### src/rtl/path_rei_pkg.sv
package path_rei_pkg;
  typedef enum logic [1:0] {
    SRC_AUTO     = 2'b00,
    SRC_SW       = 2'b01,
    SRC_EXT      = 2'b10,
    SRC_AUTO_ALT = 2'b11
  } rei_src_e;

  localparam logic [1:0] ADDR_TX_CTRL = 2'd0;
  localparam logic [1:0] ADDR_RX_CTRL = 2'd1;
  localparam logic [1:0] ADDR_SW_REI  = 2'd2;

  localparam int unsigned SRC_LSB  = 5;
  localparam int unsigned FLAG_BIT = 0;
endpackage

### src/rtl/rei_regs.sv
module rei_regs
  import path_rei_pkg::*;
#(
  parameter int unsigned DATA_W = 8,
  parameter int unsigned REI_W  = 4
) (
  input  logic              clk_i,
  input  logic              rst_ni,
  input  logic              we_i,
  input  logic [1:0]        addr_i,
  input  logic [DATA_W-1:0] wdata_i,
  output rei_src_e          src_o,
  output logic              flag_mode_o,
  output logic [REI_W-1:0]  sw_rei_o
);
  logic unused_wdata;
  assign unused_wdata = ^wdata_i;

  always_ff @(posedge clk_i or negedge rst_ni) begin
    if (!rst_ni) begin
      src_o       <= SRC_AUTO;
      flag_mode_o <= 1'b0;
      sw_rei_o    <= '0;
    end else if (we_i) begin
      case (addr_i)
        ADDR_TX_CTRL: src_o       <= rei_src_e'(wdata_i[SRC_LSB +: 2]);
        ADDR_RX_CTRL: flag_mode_o <= wdata_i[FLAG_BIT];
        ADDR_SW_REI:  sw_rei_o    <= wdata_i[REI_W-1:0];
        default: ;
      endcase
    end
  end
endmodule

### src/rtl/b3_checker.sv
module b3_checker #(
  parameter int unsigned DATA_W = 8,
  parameter int unsigned REI_W  = 4
) (
  input  logic              clk_i,
  input  logic              rst_ni,
  input  logic [DATA_W-1:0] data_i,
  input  logic              vld_i,
  input  logic              start_i,
  input  logic              b3_pos_i,
  input  logic              flag_mode_i,
  output logic [REI_W-1:0]  rei_o,
  output logic              check_o
);
  localparam int unsigned CNT_W = $clog2(DATA_W + 1);

  logic [DATA_W-1:0] acc_q, prev_bip_q, diff;
  logic              have_spe_q, armed_q;
  logic [CNT_W-1:0]  err_cnt;

  assign diff    = prev_bip_q ^ data_i;
  assign check_o = vld_i && b3_pos_i && !start_i && armed_q;

  always_comb begin
    err_cnt = '0;
    for (int i = 0; i < DATA_W; i++) err_cnt = err_cnt + CNT_W'(diff[i]);
  end

  always_ff @(posedge clk_i or negedge rst_ni) begin
    if (!rst_ni) begin
      acc_q      <= '0;
      prev_bip_q <= '0;
      have_spe_q <= 1'b0;
      armed_q    <= 1'b0;
      rei_o      <= '0;
    end else if (vld_i) begin
      if (start_i) begin
        prev_bip_q <= acc_q;
        acc_q      <= data_i;
        armed_q    <= have_spe_q;
        have_spe_q <= 1'b1;
      end else begin
        acc_q <= acc_q ^ data_i;
        if (check_o) begin
          armed_q <= 1'b0;
          rei_o   <= flag_mode_i ? REI_W'(|diff) : REI_W'(err_cnt);
        end
      end
    end
  end
endmodule

### src/rtl/g1_inserter.sv
module g1_inserter
  import path_rei_pkg::*;
#(
  parameter int unsigned DATA_W = 8,
  parameter int unsigned REI_W  = 4
) (
  input  logic                    clk_i,
  input  logic                    rst_ni,
  input  logic [DATA_W-1:0]       data_i,
  input  logic                    g1_pos_i,
  input  logic [DATA_W-REI_W-1:0] g1_low_i,
  input  rei_src_e                src_i,
  input  logic [REI_W-1:0]        auto_rei_i,
  input  logic [REI_W-1:0]        sw_rei_i,
  input  logic [REI_W-1:0]        ext_rei_i,
  output logic [DATA_W-1:0]       data_o
);
  logic [REI_W-1:0] rei_sel;

  always_comb begin
    case (src_i)
      SRC_SW:  rei_sel = sw_rei_i;
      SRC_EXT: rei_sel = ext_rei_i;
      default: rei_sel = auto_rei_i;
    endcase
  end

  always_ff @(posedge clk_i or negedge rst_ni) begin
    if (!rst_ni) data_o <= '0;
    else         data_o <= g1_pos_i ? {rei_sel, g1_low_i} : data_i;
  end
endmodule

### src/rtl/path_rei_gen.sv
module path_rei_gen
  import path_rei_pkg::*;
#(
  parameter int unsigned DATA_W = 8,
  parameter int unsigned REI_W  = 4
) (
  input  logic                    clk_i,
  input  logic                    rst_ni,
  input  logic                    reg_we_i,
  input  logic [1:0]              reg_addr_i,
  input  logic [DATA_W-1:0]       reg_wdata_i,
  input  logic [DATA_W-1:0]       rx_data_i,
  input  logic                    rx_spe_vld_i,
  input  logic                    rx_spe_start_i,
  input  logic                    rx_b3_pos_i,
  input  logic [DATA_W-1:0]       tx_data_i,
  input  logic                    tx_g1_pos_i,
  input  logic [DATA_W-REI_W-1:0] tx_g1_low_i,
  input  logic [REI_W-1:0]        rei_ext_i,
  output logic [DATA_W-1:0]       tx_data_o
);
  rei_src_e         rei_src;
  logic             err_flag_mode;
  logic [REI_W-1:0] sw_rei, rei_auto;
  logic             chk_vld;

  rei_regs #(.DATA_W(DATA_W), .REI_W(REI_W)) u_regs (
    .clk_i, .rst_ni,
    .we_i(reg_we_i), .addr_i(reg_addr_i), .wdata_i(reg_wdata_i),
    .src_o(rei_src), .flag_mode_o(err_flag_mode), .sw_rei_o(sw_rei)
  );

  b3_checker #(.DATA_W(DATA_W), .REI_W(REI_W)) u_b3 (
    .clk_i, .rst_ni,
    .data_i(rx_data_i), .vld_i(rx_spe_vld_i), .start_i(rx_spe_start_i),
    .b3_pos_i(rx_b3_pos_i), .flag_mode_i(err_flag_mode),
    .rei_o(rei_auto), .check_o(chk_vld)
  );

  g1_inserter #(.DATA_W(DATA_W), .REI_W(REI_W)) u_ins (
    .clk_i, .rst_ni,
    .data_i(tx_data_i), .g1_pos_i(tx_g1_pos_i), .g1_low_i(tx_g1_low_i),
    .src_i(rei_src), .auto_rei_i(rei_auto), .sw_rei_i(sw_rei),
    .ext_rei_i(rei_ext_i), .data_o(tx_data_o)
  );
endmodule

### config.mk
export PLATFORM = sky130hd
export DESIGN_NAME = path_rei_gen
export DESIGN_NICKNAME = d
export VERILOG_FILES = /design/src/rtl/path_rei_pkg.sv /design/src/rtl/rei_regs.sv /design/src/rtl/b3_checker.sv /design/src/rtl/g1_inserter.sv /design/src/rtl/path_rei_gen.sv
export SDC_FILE = /design/constraint.sdc
export NUM_CORES = 1
export LEC_CHECK = 0
export BUFFER_PORTS_ARGS = -buffer_cell sky130_fd_sc_hd__buf_2
export CAP_MARGIN = 25
export CORE_MARGIN = 1.5
export CORE_UTILIZATION = 56
export CTS_CLUSTER_SIZE = 10
export DETAILED_ROUTE_END_ITERATION = 8
export GPL_TIMING_DRIVEN = 0
export HOLD_SLACK_MARGIN = 0.03
export MAX_ROUTING_LAYER = met4
export PLACE_DENSITY_LB_ADDON = 0.3
export SKIP_LAST_GASP = 1
export SYNTH_ARGS = -nofsm -noshare
export SYNTH_HDL_FRONTEND = slang
export SYNTH_SLANG_ARGS = --single-unit
export TNS_END_PERCENT = 100
### constraint.sdc
create_clock -name clk_i -period 7.94 [get_ports clk_i]
set_clock_uncertainty 0.15 [all_clocks]
set_input_delay 1.588 -clock clk_i [delete_from_list [all_inputs] [get_ports clk_i]]
set_output_delay 1.588 -clock clk_i [all_outputs]
set_load 0.01 [all_outputs]
* Yosys cells after proc, flatten, opt, wreduce, memory -nomap -nowiden
Index checks and enable logic that the tools add are counted.
** Cells by class
- $add $sub $neg :: 7
- Equality and inequality tests :: 4
- Mux-type cells :: 6
- Bitwise operators :: 3
- Reduce and logical (&&, ||, !) cells :: 13
** Operators with widths (number)
- adder 4 x 1 -> 4 bit :: 6
- two-way mux 8 bit :: 2
- bitwise XOR 8 bit :: 2
- AND reduction 2 bit :: 5
- case mux 4 bit (2 select lines) :: 1
- OR reduction 8 bit :: 1
- equality test 2 x 1 -> 1 bit (second input constant) :: 2
- equality test 2 bit (second input constant) :: 2
- two-way mux 4 bit :: 1
- logical AND 1 bit :: 3
- AND reduction 3 bit :: 1
- adder 1 x 1 -> 2 bit :: 1
- zero test 2 bit :: 1
- two-way mux 1 bit :: 2
- nonzero test 2 bit :: 1
- zero test 1 bit :: 1
- NOT 1 bit :: 1
** Word-level totals
- Register bits :: 37
- Bits of input ports :: 41
- Output and inout bits :: 8
- Word-level logic and storage cells :: 42

* Longest topological paths before layout
Gate-level depths: netlist of run 1.
- Word-level depth :: 9
- Gate-level depth with buffers :: 11
- Mapped depth without buffers :: 11

* Hierarchy
A second synthesis of run 1 with hierarchy kept.
** Unflattened totals
- Cells, all modules :: 161
- Area, all modules :: 1976.9 sq um
** Modules (own cells, without submodules)
- b3_checker :: times used 1, cells each 108, area each 1260.0 sq um, sequential area each 550.5 sq um
- g1_inserter :: times used 1, cells each 36, area each 407.9 sq um, sequential area each 200.2 sq um
- rei_regs :: times used 1, cells each 17, area each 309.0 sq um, sequential area each 175.2 sq um

* Worst setup path before layout of run 1
Ideal clock, no wire load.
- Path type :: input-to-reg
- Start :: input port rx_data_i[1]
- End :: register u_b3.rei_o[1]
- Library setup time :: 131 ps
- Arrival :: 4191 ps
- Required time :: 7659 ps
- Slack :: 3468 ps
- Stages :: 11
- Path buffers :: 0
- Cell sequence :: xor2_1 -> inv_1 -> ha_1 -> fa_1 -> fa_1 -> inv_1 -> fa_1 -> inv_1 -> fa_1 -> nand2b_1 -> o21ai_0
** Between the ends
- Longest elaborated chain between the ends :: 9
** RTL lines
- from (decl) :: RTL line path_rei_gen.sv:12 : input logic [DATA_W-1:0] rx_data_i,
- bitwise XOR 8 bit :: RTL line b3_checker.sv:21 : assign diff = prev_bip_q ^ data_i;
- adder 1 x 1 -> 2 bit :: RTL line b3_checker.sv:26 : for (int i = 0; i < DATA_W; i++) err_cnt = err_cnt + CNT_W'(diff[i]);
- adder 4 x 1 -> 4 bit (6 in a row) :: RTL line b3_checker.sv:26
- two-way mux 4 bit :: RTL line b3_checker.sv:46 : rei_o <= flag_mode_i ? REI_W'(|diff) : REI_W'(err_cnt);
- to (signal assigned) :: RTL line b3_checker.sv:46
- to (decl) :: RTL line b3_checker.sv:12 : output logic [REI_W-1:0] rei_o,
No other way between the ends.
A chain may end at the register's enable or synchronous reset.

* Final worst setup path of run 1
Ends and elaborated chain as after synthesis.

==> summary.txt, run 1 <==
Status: finished, final reports clean
Starting density of the core: 59.8%
Total Routing Usage GR: 22.0%
Synthesized flop and latch total: 37
Top-area cell type share of the netlist area: 50.3%
TritonCTS buffer count: 5
Die Y: 60.3 um
Tmin final: 4.38 ns
Slew HR: 46.4%
Avg Vias per Cell: 5.34
Initial antenna violation count: 0
Min-delay worst type: register to register
Slowest cell on crit path: fa_1
Clock sinks: 37
Syn avg cell area: 12.2 um2
Async set-reset flop share out of synthesis: 100%
DR vias: 1325
DRT antenna net count: 0
Cts hold-fix bufs: 0
Seq. cell area: 926 um2
CP Class: input port to register
Setup TNS: 0 ns
Syn Std Cell Area: 1840 um2
Max VDD drop: 0.179 mV
RSZ-0062 raised after global routing: false
Worst-Margin Slew: 0.804 ns
Worst Path Required: 8.01 ns
DIE WIDTH: 60.3 um
DRT iter0 DRCs: 36
Syn nets: 202
Crit-path max cell delay: 0.54 ns
HP Start: u_b3.have_spe_q
Fin nets: 254
Area contributors post-synth: dfrtp_1 (50%), mux2_2 (12%), fa_1 (4.4%)
Vias in the first global route: 1266
Initial DRT Pass Iterations: 6
Pre-CTS setup slack: 3.16 ns
Pin count of the biggest net entering global routing: 38
Share of cells above drive strength 1: 39.2%
Final non-filler cell area: 2170 um2
R2R depth: 11
Die area: 3640 um2
CP endpoint kind: register
Layout area overhead: 18.2%
Remaining global-route overflow: 0
Resize count post-CTS: 0
Final setup margin: 3.56 ns
CTS Buffer Depth: 2
Clock tree root driver cell: clkbuf_4
Crit path DAT: 4.45 ns
Multi-input logic area: 858 um2
Worst reg2reg startpoint: u_b3.prev_bip_q[1]
Post-DP HPWL: 2530 um
Critical Path, Cell by Cell: buf_2 -> xor2_1 -> inv_1 -> ha_1 -> fa_1 -> fa_1 -> inv_1 -> fa_1 -> inv_1 -> fa_1 -> nand2b_1 -> o21ai_0
Postcts setup bufs: 0
Final period util: 55.2%
Hold Vio Cnt, Final: 0
Num ports: 49
Synth area leader: dfrtp_1
Core area: 3080 um2
CTS H-tree depth: 2
Routed wire length: 3300 um
Setup slack, reg-to-reg: 4.55 ns
Fmax: 228 MHz
Total Power: 560 uW
CTS tree: done
Routed length per instance: 13.3 um
Synth Instances: 151
Leakage power: 0.00102 uW
Num rows: 20
Final setup fails: 0
Pins Over Slew Limit: 0
Critical Path Source Type: input port
Placed instance area: 2120 um2
Synth cell types: 30
R2R Path End: u_b3.rei_o[1]
Clock slew at reported path FFs: 0.11 ns
DRC Markers: 0
Layout Utilization: 70.7%
Power Density: 258 nW/um2
Worst Hold Path EP: u_b3.have_spe_q
Fillers: 240
Hold Crit Depth: 1
Buffers on Ports: 45
YS warnings: 0
Synth Flop Type: dfrtp_1
First-pass GRT wire length: 5580 um
Post-synth EDFFs: 0
Critical path's most frequent cell: fa_1
Clock Latency Late Sink: 0.33 ns
CP Max Fanout: 3
Maxcap violations: 0
Register area share after synthesis: 50.3%
Final GP Congestion: 0.765
Antenna diodes: 0
==> worst max-delay path by stage <==
stage | end | depth (start not counted) | startpoint
floorplan | u_b3.rei_o[1] | 11 | rx_data_i[1]
global placement | u_b3.rei_o[1] | 12 | rx_data_i[1]
detailed placement | u_b3.rei_o[1] | 12 | rx_data_i[1]
CTS | u_b3.rei_o[1] | 12 | rx_data_i[1]
global route | u_b3.rei_o[1] | 12 | rx_data_i[1]
finish | u_b3.rei_o[1] | 12 | rx_data_i[1]
==> flip-flops by register name, summed over array words and instances (netlist names) <==
name                cells
u_b3.acc_q              8
u_b3.prev_bip_q         8
u_ins.data_o            8
u_b3.rei_o              4
u_regs.sw_rei_o         4
u_regs.src_o            2
u_b3.armed_q            1
u_b3.have_spe_q         1
u_regs.flag_mode_o      1
==> cells by family (layout without fill, tap and decap cells) <==
| group | Yosys count | count (layout) | share of synthesized area [%] |
|---|---|---|---|
| DFF | 37 | 37 | 50.3 |
| AOI/OAI and AO/OA | 33 | 33 | 12.4 |
| and+or+nand+nor | 28 | 28 | 7.96 |
| muxes | 22 | 22 | 13.6 |
| buffers and inverters | 12 | 65 | 2.99 |
| adders and majority gates | 10 | 10 | 8.44 |
| xor gates and xnor gates | 9 | 9 | 4.29 |
==> cells in the final DEF (no fill, tap or decap), types with 2 or more instances in the layout <==
master	count
a21oi_1	9
nand2b_1	3
fa_1	4
buf_2	47
clkinv_2	2
xnor2_1	3
xor2_1	6
clkbuf_4	5
mux2_2	20
o21ai_0	8
nand2_1	9
a311oi_1	8
nand3b_1	2
inv_1	8
a22oi_1	4
nor2_1	8
dfrtp_1	37
ha_1	6
==> power by group <==
group	total, uW	internal (uW)	switching [uW]
logic	217	106	112
registers	249	226	23.0
clock network	94.5	33.4	61.1
total	560	365	196
==> synthesized netlist by cell type, types with 2 or more instances <==
master,number
xor2_1,6
nor2_1,8
a311oi_1,8
o21ai_0,8
a21oi_1,9
nand2_1,9
xnor2_1,3
inv_1,8
nand3b_1,2
dfrtp_1,37
a22oi_1,4
buf_2,2
fa_1,4
nand2b_1,3
mux2_2,20
ha_1,6
==> metal layers <==
| metal | share of wire, % | vias to the layer above | GRT usage, % |
|---|---|---|---|
| met5 | 0 | - | - |
| met4 | 1.8 | 0 | 10.5 |
| met3 | 5.7 | 5 | 3.90 |
| met2 | 51 | 40 | 37.6 |
| met1 | 42 | 635 | 24.7 |
| li1 | - | 645 | - |
==> critical path, delay by kind of cell <==
| kind | cells | cell delay [ns] |
|---|---|---|
| fa+ha+maj | 5 | 2.20 |
| xor+xnor | 1 | 0.20 |
| simple gates | 1 | 0.08 |
| compound gates | 1 | 0.07 |
| buf+inv | 4 | 0.33 |
==> through the flow <==
step / hold slack (ns) / instances
floorplan: 0.286 / 151
global placement: 0.302 / 240
detailed placement: 0.310 / 240
CTS: 0.340 / 248
global route: 0.370 / 248
finish: 0.338 / 248
==> cell type report <==
class	count	share of cell area [%]
clock buffers	5	1.73
inverters	8	1.38
well taps	44	2.53
repair buffers	45	10.4
clock inverters	3	0.806
plain buffers	4	1.15
multi-input cells	102	39.5
flip-flops and latches	37	42.6
No activity file was read; power rests on OpenSTA's default activity.
==> run 2: changes to the inputs <==
CORE_UTILIZATION = 47   (was 56)
clock period = 3.9 ns   (was 7.94 ns; I/O delays follow)
==> run 2 against run 1 <==
  * Combinational power rose by 100%
  * Die area up 18%
  * Total power increased by 130%
==> summary.txt, run 2 (synthesis gave the netlist of run 1 again) <==
CP startpoint: rx_data_i[1]
Clock slew at reported path FFs: 0.08 ns (-0.03 ns)
Uppermost routed layer: met4
Setup slack, reg-to-reg: 0.52 ns (-4.03 ns)
Layout area overhead: 22.0%
Total Routing Usage GR: 18.4% (-3.6 points)
Hold Vio Cnt, Final: 0 (unchanged)
CTS H-tree depth: 2 (unchanged)
First-pass GRT wire length: 5710 um (+2.3%)
Slew HR: 47.6% (+1.2 points)
DRT iter0 DRCs: 39 (+8.3%)
Share of cells above drive strength 1: 39.2% (unchanged)
DRC Markers: 0 (unchanged)
Fin cells: 252 (+1.6%)
Final non-filler cell area: 2240 um2 (+3.2%)
Pin count of the biggest net entering global routing: 38 (unchanged)
Min-delay worst type: register to register
Clock sinks: 37 (unchanged)
Die Y: 65.6 um (+8.7%)
Status: finished, final reports clean
Worst Path Required: 3.92 ns (-4.09 ns)
DIE WIDTH: 65.6 um (+8.7%)
Routed length per instance: 13.3 um (about the same)
Layout Utilization: 60.4% (-10 points)
Placed instance area: 2120 um2 (+0.24%)
Num rows: 22 (+10%)
Initial antenna violation count: 0 (unchanged)
Clock tree root driver cell: clkbuf_8
Critical Path, Cell by Cell: buf_2 -> xor2_1 -> inv_1 -> ha_1 -> fa_1 -> fa_1 -> inv_1 -> fa_1 -> inv_1 -> fa_1 -> nand2b_1 -> o21ai_0
Cts hold-fix bufs: 0 (unchanged)
CP Max Fanout: 3 (unchanged)
DRT antenna net count: 0 (unchanged)
Final period util: 92.6%
Leakage power: 0.00105 uW (+2.6%)
Routed wire length: 3350 um (+1.6%)
Remaining global-route overflow: 0 (unchanged)
Critical Path Source Type: input port
CP endpoint kind: register
Met1 wire length: 1350 um (-1.6%)
Clock Latency Late Sink: 0.28 ns (-0.05 ns)
CTS tree: done
TritonCTS buffer count: 5 (unchanged)
Crit path to: u_b3.rei_o[1]
Resize count post-CTS: 0 (unchanged)
Met2 WL: 1740 um (+3.8%)
Starting density of the core: 49.5% (-10 points)
Antenna diodes: 0 (unchanged)
Maxcap violations: 0 (unchanged)
Slowest cell on crit path: fa_1
Final setup fails: 0 (unchanged)
Tmin final: 3.61 ns
Num ports: 49 (unchanged)
RSZ-0062 raised after global routing: false
Vias in the first global route: 1371 (+8.3%)
Post-DP HPWL: 2620 um (+3.3%)
Fmax: 277 MHz
Pins Over Slew Limit: 0 (unchanged)
Buffers on Ports: 45 (unchanged)
Max VDD drop: 0.258 mV (+44%)
Most frequent cells in the layout: buf_2 (47), dfrtp_1 (37), mux2_2 (20)
Hold Slack: 0.329 ns (-0.00966 ns)
Setup TNS: 0 ns (unchanged)
R2R depth: 11 (unchanged)
Core area: 3720 um2 (+21%)
Postcts setup bufs: 0 (unchanged)
Power Density: 572 nW/um2 (+120%)
Worst reg2reg startpoint: u_b3.prev_bip_q[1]
CP Class: input port to register
Final GP Congestion: 0.813 (+6.2%)
DR vias: 1302 (-1.7%)
Worst-Margin Slew: 0.786 ns (-0.0183 ns)
Fin nets: 254 (unchanged)
Critical path's most frequent cell: fa_1
Biggest regs: u_b3.acc_q x8, u_b3.prev_bip_q x8, u_ins.data_o x8
Avg Vias per Cell: 5.17 (-3.3%)
R2R Path End: u_b3.rei_o[1]
Crit-path max cell delay: 0.54 ns (about the same)
Commonest non-fill, non-tap cell in the layout: buf_2
Placed cells: 244 (+1.7%)
Crit path DAT: 3.63 ns (-0.82 ns)
CTS Buffer Depth: 2 (unchanged)
Met3 Wirelength: 216 um (+15%)
Die area: 4300 um2 (+18%)
Fillers: 323 (+35%)
Initial DRT Pass Iterations: 4 (-2)
-- run 2: changes by cell type in the layout (fill, tap and decap cells not counted) --
cell	before	now
clkbuf_4	5	0
bufinv_16	0	1
clkbuf_8	0	6
clkinv_2	2	0
-- run 2: worst max-delay path: cells and delay by family --
kind / cells / cell delay (ns)
compound gates: 1 / 0.06
buf+inv: 4 / 0.35
simple gates: 1 / 0.08
fa+ha+maj: 5 / 2.15
xor+xnor: 1 / 0.20
-- run 2: metrics by stage --
| step | total power, uW | worst slack [ns] |
|---|---|---|
| after floorplan | 831 | 0.236 |
| after detailed placement | 954 | -0.0196 |
| after CTS | 1310 | 0.291 |
| after global placement | 924 | 0.0104 |
| after global routing | 1390 | 0.176 |
| final | 1280 | 0.289 |
-- run 2: how the worst min path moves through the flow --
stage / startpoint / endpoint / cells past startpoint
final: u_b3.have_spe_q / u_b3.have_spe_q / 1
after detailed placement: u_b3.have_spe_q / u_b3.have_spe_q / 1
after global placement: u_b3.have_spe_q / u_b3.have_spe_q / 1
after floorplan: u_b3.have_spe_q / u_b3.have_spe_q / 1
after CTS: u_b3.have_spe_q / u_b3.have_spe_q / 1
after global routing: u_b3.have_spe_q / u_b3.have_spe_q / 1
-- run 2: cell type report --
| cell class | instances | area (um2) | share of cell area [%] |
|---|---|---|---|
| multi-input combinational | 102 | 858 | 38.2 |
| inverter | 8 | 30.0 | 1.34 |
| clock buffer | 6 | 82.6 | 3.68 |
| tap | 48 | 60.1 | 2.68 |
| timing repair buffer | 45 | 225 | 10.0 |
| buffer | 4 | 25.0 | 1.11 |
| sequential | 37 | 926 | 41.2 |
| clock inverter | 2 | 37.5 | 1.67 |
-- run 2: metal layers --
metal | global-route usage, % | vias up
met1 | 18.2 | 610
met5 | - | -
li1 | - | 645
met4 | 6.77 | 0
met3 | 5.82 | 4
met2 | 33.7 | 43
-- run 2: power by group --
group | leakage (uW) | switching, uW | internal (uW)
clock | 0.0000574 | 133 | 208
sequential | 0.000442 | 48.8 | 460
combinational | 0.000548 | 224 | 210
total | 0.00105 | 405 | 878
